**config.mk**
```make
export PLATFORM = sky130hd
export DESIGN_NAME = lc_seq_ctrl
export DESIGN_NICKNAME = d
export VERILOG_FILES = /design/src/rtl/lc_pkg.sv /design/src/rtl/lc_tick_gen.sv /design/src/rtl/lc_shift_cnt.sv /design/src/rtl/lc_seq_ctrl.sv
export SDC_FILE = /design/constraint.sdc
export NUM_CORES = 1
export LEC_CHECK = 0
export BUFFER_PORTS_ARGS = -buffer_cell sky130_fd_sc_hd__buf_4
export CAP_MARGIN = 25
export CORE_UTILIZATION = 25
export CTS_CLUSTER_SIZE = 14
export DETAILED_ROUTE_END_ITERATION = 7
export GPL_ROUTABILITY_DRIVEN = 0
export PLACE_DENSITY_LB_ADDON = 0.12
export SYNTH_ARGS = -nofsm -noshare
export SYNTH_HDL_FRONTEND = slang
export SYNTH_HIERARCHICAL = 1
export SYNTH_SLANG_ARGS = --single-unit
```
**constraint.sdc**
```tcl
create_clock -name clk -period 2.9 [get_ports clk]
set_clock_uncertainty 0.2 [all_clocks]
set_input_delay 0.145 -clock clk [delete_from_list [all_inputs] [get_ports clk]]
set_output_delay 0.145 -clock clk [all_outputs]
set_load 0.01 [all_outputs]
```
**src/rtl/lc_pkg.sv**
```systemverilog
package lc_pkg;
  typedef enum logic [2:0] {
    ST_IDLE   = 3'd0,
    ST_LOAD   = 3'd1,
    ST_LAUNCH = 3'd2,
    ST_CAPT   = 3'd3,
    ST_UNLOAD = 3'd4,
    ST_DONE   = 3'd5
  } lc_state_e;

  localparam logic LAUNCH_SHIFT = 1'b0;
  localparam logic LAUNCH_FUNC  = 1'b1;
endpackage

```
**src/rtl/lc_tick_gen.sv**
```systemverilog
// Slow-grid tick: one pulse every D reference cycles while running.
module lc_tick_gen #(
  parameter int DIV_W = 4
) (
  input  logic             clk,
  input  logic             rst_n,
  input  logic             restart_i,
  input  logic             run_i,
  input  logic [DIV_W-1:0] div_i,
  output logic             tick_o
);
  logic [DIV_W-1:0] cnt_q, cnt_d;
  logic [DIV_W-1:0] rel_q, rel_d;
  logic [DIV_W-1:0] rel_in;

  always_comb begin
    rel_in = (div_i < DIV_W'(2)) ? DIV_W'(1) : div_i - DIV_W'(1);
    tick_o = run_i && (cnt_q == '0);
    cnt_d  = cnt_q;
    rel_d  = rel_q;
    if (restart_i) begin
      cnt_d = rel_in;
      rel_d = rel_in;
    end else if (run_i) begin
      cnt_d = tick_o ? rel_q : cnt_q - DIV_W'(1);
    end
  end

  always_ff @(posedge clk or negedge rst_n) begin
    if (!rst_n) begin
      cnt_q <= '0;
      rel_q <= '0;
    end else begin
      cnt_q <= cnt_d;
      rel_q <= rel_d;
    end
  end
endmodule

```
**src/rtl/lc_shift_cnt.sv**
```systemverilog
// Counts shift pulses of one phase; the length is captured at start.
module lc_shift_cnt #(
  parameter int LEN_W = 8
) (
  input  logic             clk,
  input  logic             rst_n,
  input  logic             start_i,
  input  logic             reload_i,
  input  logic             dec_i,
  input  logic [LEN_W-1:0] len_i,
  output logic             last_o
);
  logic [LEN_W-1:0] cnt_q, cnt_d;
  logic [LEN_W-1:0] len_q, len_d;
  logic [LEN_W-1:0] len_in;

  always_comb begin
    len_in = (len_i == '0) ? LEN_W'(1) : len_i;
    last_o = (cnt_q == LEN_W'(1));
    cnt_d  = cnt_q;
    len_d  = len_q;
    if (start_i) begin
      cnt_d = len_in;
      len_d = len_in;
    end else if (reload_i) begin
      cnt_d = len_q;
    end else if (dec_i) begin
      cnt_d = cnt_q - LEN_W'(1);
    end
  end

  always_ff @(posedge clk or negedge rst_n) begin
    if (!rst_n) begin
      cnt_q <= '0;
      len_q <= '0;
    end else begin
      cnt_q <= cnt_d;
      len_q <= len_d;
    end
  end
endmodule

```
**src/rtl/lc_seq_ctrl.sv**
```systemverilog
module lc_seq_ctrl
  import lc_pkg::*;
#(
  parameter int LEN_W = 8,
  parameter int DIV_W = 4
) (
  input  logic             clk,
  input  logic             rst_n,
  input  logic             start_i,
  input  logic             launch_mode_i,
  input  logic [LEN_W-1:0] chain_len_i,
  input  logic [DIV_W-1:0] slow_div_i,
  output logic             scan_en_o,
  output logic             clk_en_o,
  output logic             capture_o,
  output logic             pi_v1_o,
  output logic             pi_v2_o,
  output logic             done_o
);
  lc_state_e st_q, st_d;
  logic      mode_q, mode_d;
  logic      accept, run, tick, last;
  logic      in_shift;

  assign accept   = (st_q == ST_IDLE) && start_i;
  assign in_shift = (st_q == ST_LOAD) || (st_q == ST_UNLOAD);
  assign run      = (st_q == ST_LOAD) || (st_q == ST_LAUNCH) ||
                    (st_q == ST_CAPT) || (st_q == ST_UNLOAD);

  lc_tick_gen #(.DIV_W(DIV_W)) u_tick (
    .clk       (clk),
    .rst_n     (rst_n),
    .restart_i (accept),
    .run_i     (run),
    .div_i     (slow_div_i),
    .tick_o    (tick)
  );

  lc_shift_cnt #(.LEN_W(LEN_W)) u_cnt (
    .clk      (clk),
    .rst_n    (rst_n),
    .start_i  (accept),
    .reload_i ((st_q == ST_LAUNCH) && tick),
    .dec_i    (in_shift && tick),
    .len_i    (chain_len_i),
    .last_o   (last)
  );

  // Next-state logic
  always_comb begin
    st_d   = st_q;
    mode_d = mode_q;
    unique case (st_q)
      ST_IDLE: if (start_i) begin
        st_d   = ST_LOAD;
        mode_d = launch_mode_i;
      end
      ST_LOAD:   if (tick && last) st_d = ST_LAUNCH;
      ST_LAUNCH: if (tick) st_d = ST_CAPT;
      ST_CAPT:   st_d = ST_UNLOAD;
      ST_UNLOAD: if (tick && last) st_d = ST_DONE;
      ST_DONE:   st_d = ST_IDLE;
      default:   st_d = ST_IDLE;
    endcase
  end

  always_ff @(posedge clk or negedge rst_n) begin
    if (!rst_n) begin
      st_q   <= ST_IDLE;
      mode_q <= LAUNCH_SHIFT;
    end else begin
      st_q   <= st_d;
      mode_q <= mode_d;
    end
  end

  // Output decode
  always_comb begin
    scan_en_o = in_shift || ((st_q == ST_LAUNCH) && (mode_q == LAUNCH_SHIFT));
    clk_en_o  = (run && tick) || (st_q == ST_CAPT);
    capture_o = (st_q == ST_CAPT);
    pi_v1_o   = (st_q == ST_LOAD) && tick && last;
    pi_v2_o   = (st_q == ST_LAUNCH) && tick;
    done_o    = (st_q == ST_DONE);
  end
endmodule

```
## Yosys cells after proc, flatten, opt, wreduce, memory -nomap -nowiden

Cells that the tools add are included.

| storage, ports and cells | value |
|---|---|
| register bits | 28 |
| bits of input ports | 16 |
| output and inout bits | 6 |
| logic and storage cells | 56 |

| operators by class | value |
|---|---|
| $add $sub $neg | 3 |
| $lt $le $gt $ge | 1 |
| equal/unequal tests | 10 |
| mux-type cells | 13 |
| bitwise gates (word level) | 1 |
| reduce and logical (&&, ||, !) cells | 22 |

Operators by type and width:

| operator | number |
|---|---|
| 8-bit two-way mux | 4 |
| 4-bit two-way mux | 4 |
| 3-bit case mux with 5 select lines | 1 |
| 3-bit two-way mux | 4 |
| 1-bit logical AND | 9 |
| 8-bit by 1-bit == test with 1-bit output, second input constant | 1 |
| 8-bit logical NOT | 1 |
| 4-bit by 1-bit subtractor with 4-bit output, second input constant | 2 |
| 8-bit by 1-bit subtractor with 8-bit output, second input constant | 1 |
| 3-bit by 2-bit == test with 1-bit output, second input constant | 2 |
| 3-bit == test, second input constant | 2 |
| 1-bit logical OR | 6 |
| 4-bit logical NOT | 1 |
| 4-bit by 2-bit less-than comparator with 1-bit output, second input constant | 1 |
| 2-bit by 1-bit inequality test with 1-bit output, second input constant | 2 |
| 2-bit inequality test, second input constant | 2 |
| 4-bit AND reduction | 1 |
| 3-bit by 1-bit == test with 1-bit output, second input constant | 1 |
| 3-bit logical NOT | 1 |
| 3-bit nonzero test | 1 |
| 2-bit AND reduction | 1 |
| 2-bit nonzero test | 1 |
| 1-bit NOT | 1 |

## Longest topological paths before layout

| logic depth | value |
|---|---|
| depth in word-level cells | 9 |
| depth in mapped cells | 8 |
| gate-level depth less buffers | 7 |

## Modules after synthesis

The synthesis kept the hierarchy.

By module, submodules not included:

| module | instances | cells each | area an instance (um2) | sequential area each (um2) |
|---|---|---|---|---|
| lc_shift_cnt | 1 | 101 | 929.6 | 400.4 |
| lc_tick_gen | 1 | 58 | 519.2 | 200.2 |
| lc_seq_ctrl | 1 | 36 | 314.1 | 100.1 |

## Worst setup path after synthesis

No wires, ideal clock.

| timing | value |
|---|---|
| path type | register -> register |
| start | reg st_q[2] |
| end | reg u_cnt.cnt_q[7] |
| setup time | 66 ps |
| arrival time | 2330 ps |
| required time | 2634 ps |
| path slack | 304 ps |
| stages on the path, launching flop included | 9 |
| path buffers | 2 |
| clock period less this slack | 2596 ps |
| cell sequence | dfrtp_1 buf_4 xnor2_1 and4bb_4 nor3b_2 buf_4 nor3_1 o31ai_1 o311a_1 |

| between the ends | value |
|---|---|
| word-level cells in the longest chain between the ends | 8 |
| elaborated cells between the ends (all ways) | 16 |
| classes of those cells | 4 x eq/ne; 2 x mux; 10 x reduce/logical |

RTL lines:

| what | line | RTL |
|---|---|---|
| start: declaration | lc_seq_ctrl.sv:20 | `lc_state_e st_q, st_d;` |
| start signal: assignment | lc_seq_ctrl.sv:72 | `st_q <= st_d;` |
| 3-bit by 1-bit == test with 1-bit output or 3-bit by 2-bit == test with 1-bit output (tied branches) | lc_seq_ctrl.sv:27 | `assign run = (st_q == ST_LOAD) \|\| (st_q == ST_LAUNCH) \|\|` |
| 1-bit logical OR (2 in a row) | lc_seq_ctrl.sv:27 |  |
| 1-bit logical OR (*) | lc_seq_ctrl.sv:28 | `(st_q == ST_CAPT) \|\| (st_q == ST_UNLOAD);` |
| net run | lc_seq_ctrl.sv:22 | `logic accept, run, tick, last;` |
| 1-bit logical AND (*) | lc_tick_gen.sv:18 | `tick_o = run_i && (cnt_q == '0);` |
| net tick | lc_seq_ctrl.sv:22 |  |
| 1-bit logical AND (*) | - |  |
| net pi_v2_o | lc_seq_ctrl.sv:17 | `output logic pi_v2_o,` |
| 8-bit two-way mux | lc_shift_cnt.sv:25 | `end else if (reload_i) begin` |
| 8-bit two-way mux | lc_shift_cnt.sv:22 | `if (start_i) begin` |
| end signal: assignment | lc_shift_cnt.sv:37 | `cnt_q <= cnt_d;` |
| end: declaration | lc_shift_cnt.sv:13 | `logic [LEN_W-1:0] cnt_q, cnt_d;` |

Mark *: on every way through the listed nets, which the timed path passes. The rest lies on a longest branch.
A chain may end at the register's enable or synchronous reset.

## Worst setup path after layout

| timing | value |
|---|---|
| start | reg u_cnt.cnt_q[5] |
| end | out pi_v1_o |

| between the ends | value |
|---|---|
| word-level cells in the longest chain between the ends | 2 |

RTL lines:

| what | line | RTL |
|---|---|---|
| 8-bit by 1-bit == test with 1-bit output | lc_shift_cnt.sv:19 | `last_o = (cnt_q == LEN_W'(1));` |
| net last | lc_seq_ctrl.sv:22 |  |
| 1-bit logical AND | lc_seq_ctrl.sv:82 | `pi_v1_o = (st_q == ST_LOAD) && tick && last;` |
| end: declaration | lc_seq_ctrl.sv:16 | `output logic pi_v1_o,` |

The timed path passes the listed nets, and every way through them passes these cells.

==> results by group <==
Layout
  – Commonest non-fill, non-tap cell in the layout: buf_4
  – Layout Utilization: 33.0%
  – Layout Nets: 254
  – Area grow syn2layout: 27.3%
  – Non-filler instance count after layout: 328
  – N_diodes: 0
  – Share of cells above drive strength 1: 21.1%
  – Most frequent cells in the layout: buf_4 (29), dfrtp_1 (28), inv_1 (17), nand2_1 (16)

Drt
  – Remaining DRCs: 0
  – WL final: 4220 um
  – DR WL/cell: 12.9 um
  – DR WL met3: 131 um
  – Wl on met1: 1980 um
  – Iter 0 DRT Violations: 42
  – Final antenna-violating net count: 0
  – Metal2 WL: 2090 um
  – Via-to-Cell Ratio: 4.59
  – TritonRoute pass-1 iters: 4
  – Routed vias: 1507
  – DR top layer: met4

Yosys
  – Yosys reg bits: 28
  – Cells after synthesis: 195
  – Synth Area per Inst: 9.04 um2
  – Synth async-reset ratio: 100%
  – Synth cell types: 63
  – Ys flop type: dfrtp_1
  – Seq/Total Area, Yosys: 39.7%
  – Syn nets: 216
  – Mapped cell area: 0.00176 mm2
  – Warnings, synthesis: 6
  – Post-synth EDFFs: 0

Worst setup path
  – R2r setup slk: 0.30 ns
  – CP endpoint kind: output pin
  – CP Class: flop to output pin
  – RR Endpoint: u_cnt/cnt_q[6]$_DFFE_PN0P_
  – R2R depth: 8
  – Crit path max fanout: 4
  – Critical Path Source Type: flop
  – Arrival time at the worst endpoint: 2.27 ns
  – Worst EP required: 2.56 ns
  – Reg2Reg Launch Point: st_q[0]$_DFFE_PN0P_

Clocking
  – CTS tree: yes
  – Worst-path clk slew: 0.11 ns
  – Post-CTS setup buffers: 0
  – Total clock buffers created by CTS: 3
  – CTS Buffer Depth: 2
  – Htree depth: 1
  – Root Buffer: clkbuf_8
  – Skew-Pair Late Insertion Delay: 0.28 ns
  – Clock sink count: 28

STA
  – Worst Tran Pin Value: 0.433 ns
  – Final setup vio count: 0
  – RSZ-0062 raised after global routing: false
  – Rel. slew slack: 70.7%
  – Final Cycle Share: 90.1%
  – Final setup TNS: 0 ns
  – Final hold vios: 0
  – Slew Limit Fails: 0
  – Final min period: 2.61 ns
  – Fmax: 383 MHz

Outcome
  – Status: complete, no violations

Global routing
  – Global-route wire length before repair: 7060 um
  – Total global routing overflow: 0
  – Antenna violations before repair: 0
  – Vias in the first global route: 1428
  – Largest net degree at the start of global routing: 36
  – All-layer global routing usage: 12.2%

Hold path
  – Hold_sp: slow_div_i[2]
  – HP Class: input pin to flop
  – Hold Path Sink: u_tick/rel_q[3]$_DFFE_PN0P_
  – Hold depth: 3

Power
  – Sequential power share: 45.4%
  – Clock share of power: 20.4%
  – Internal power: 1.04 mW
  – Switching Power: 0.510 mW
  – Switching Share: 32.9%
  – Combinational power share: 34.2%
  – Peak VDD IR: 0.289 mV
  – Pwr dens: 690 mW/mm2
  – Leakage: 0.980 nW

Place
  – Placed Cells: 312
  – PortBufs: 21
  – Dpl hpwl: 3060 um

Floorplanning
  – Core area: 0.00679 mm2
  – Starting Density: 25.9%
  – I/O pin count: 22
  – Die Area: 0.00739 mm2
  – DIE WIDTH: 86.0 um
  – Die height: 86.0 um
  – Row count: 30

Flow run
  – Max-cap violations: 0
[worst max-delay path: stages, from the launching register on]
cell     delay [ns]
dfrtp_1        0.43
or4_4          0.56
nor4b_1        0.41
nand2_1        0.12
or2_1          0.24
nor2_1         0.10
buf_4          0.13
[flip-flops by register name (all words and copies together), names as in the netlist]
signal,flops
mode_q,1
st_q,3
u_cnt/cnt_q,8
u_cnt/len_q,8
u_tick/cnt_q,4
u_tick/rel_q,4
[Yosys cell counts, drive strengths merged (4+ instances only)]
cell	count	area (um2)
nor3	7	35.0
ha	5	62.6
buf	6	40.0
o21ai	14	70.1
nor2b	6	37.5
nor3b	6	50.1
nor2	15	58.8
nand2	16	60.1
inv	18	67.6
mux2	4	48.8
dfrtp	28	701
a21oi	10	50.1
nand2b	4	25.0
[metal layers]
layer,track usage [%],up-vias
li1,-,765
met3,2.41,2
met4,2.27,0
met5,0,-
met1,15.5,719
met2,21.5,21
[logic make-up after synthesis]
| family | count (synthesis) | synth area share [%] |
|---|---|---|
| and+or+nand+nor | 75 | 25.1 |
| AOI/OAI and AO/OA | 50 | 19.0 |
| muxes | 5 | 3.34 |
| buffers and inverters | 27 | 6.74 |
| DFF | 28 | 39.7 |
| adders and majority gates | 6 | 4.12 |
| xor gates and xnor gates | 4 | 1.99 |
[repair_timing]
item | 4_1_cts | 5_1_grt
hold endpoints to repair | 44 | 0
resized for setup | 0 | 0
hold buffers | 12 | 0
[cell type report]
cell class / count / area (um2)
fillers: 726 / 4550
repair buffers: 41 / 338
clock inverters: 1 / 30.0
multi-input cells: 140 / 943
inverters: 19 / 71.3
well taps: 96 / 120
flip-flops and latches: 28 / 701
clock buffers: 3 / 41.3
[worst max-delay path by stage]
stage / start / to / slack (ns) / cells after the start
2_1_floorplan: st_q[2]$_DFFE_PN0P_ / u_cnt/cnt_q[7]$_DFFE_PN0P_ / 0.30 / 8
3_3_place_gp: st_q[0]$_DFFE_PN0P_ / u_cnt/cnt_q[6]$_DFFE_PN0P_ / 0.24 / 8
3_5_place_dp: st_q[0]$_DFFE_PN0P_ / u_cnt/cnt_q[6]$_DFFE_PN0P_ / 0.29 / 8
4_1_cts: st_q[0]$_DFFE_PN0P_ / u_cnt/cnt_q[6]$_DFFE_PN0P_ / 0.26 / 8
5_1_grt: st_q[0]$_DFFE_PN0P_ / u_cnt/cnt_q[6]$_DFFE_PN0P_ / 0.07 / 8
6_report: u_cnt/cnt_q[5]$_DFFE_PN0P_ / pi_v1_o / 0.29 / 6
[power groups by stage]
stage               clock network (mW)  registers, mW  logic (mW)
floorplan                            0          0.667       0.399
global placement                     0          0.717       0.512
detailed placement                   0          0.715       0.512
CTS                              0.332          0.707       0.537
global route                     0.343          0.729       0.609
finish                           0.316          0.704       0.529
[through the flow]
step | hold slack [ns] | power, mW | area (um2) | setup slack [ns]
2_1_floorplan | -0.351 | 1.07 | 1760 | 0.304
3_5_place_dp | -0.0886 | 1.23 | 2050 | 0.288
4_1_cts | 0.0552 | 1.58 | 2240 | 0.257
5_1_grt | 0.0553 | 1.68 | 2240 | 0.0671
6_report | 0.0623 | 1.55 | 2240 | 0.286
3_3_place_gp | -0.0962 | 1.23 | 2050 | 0.238
Power figures use the tool's default switching activity.
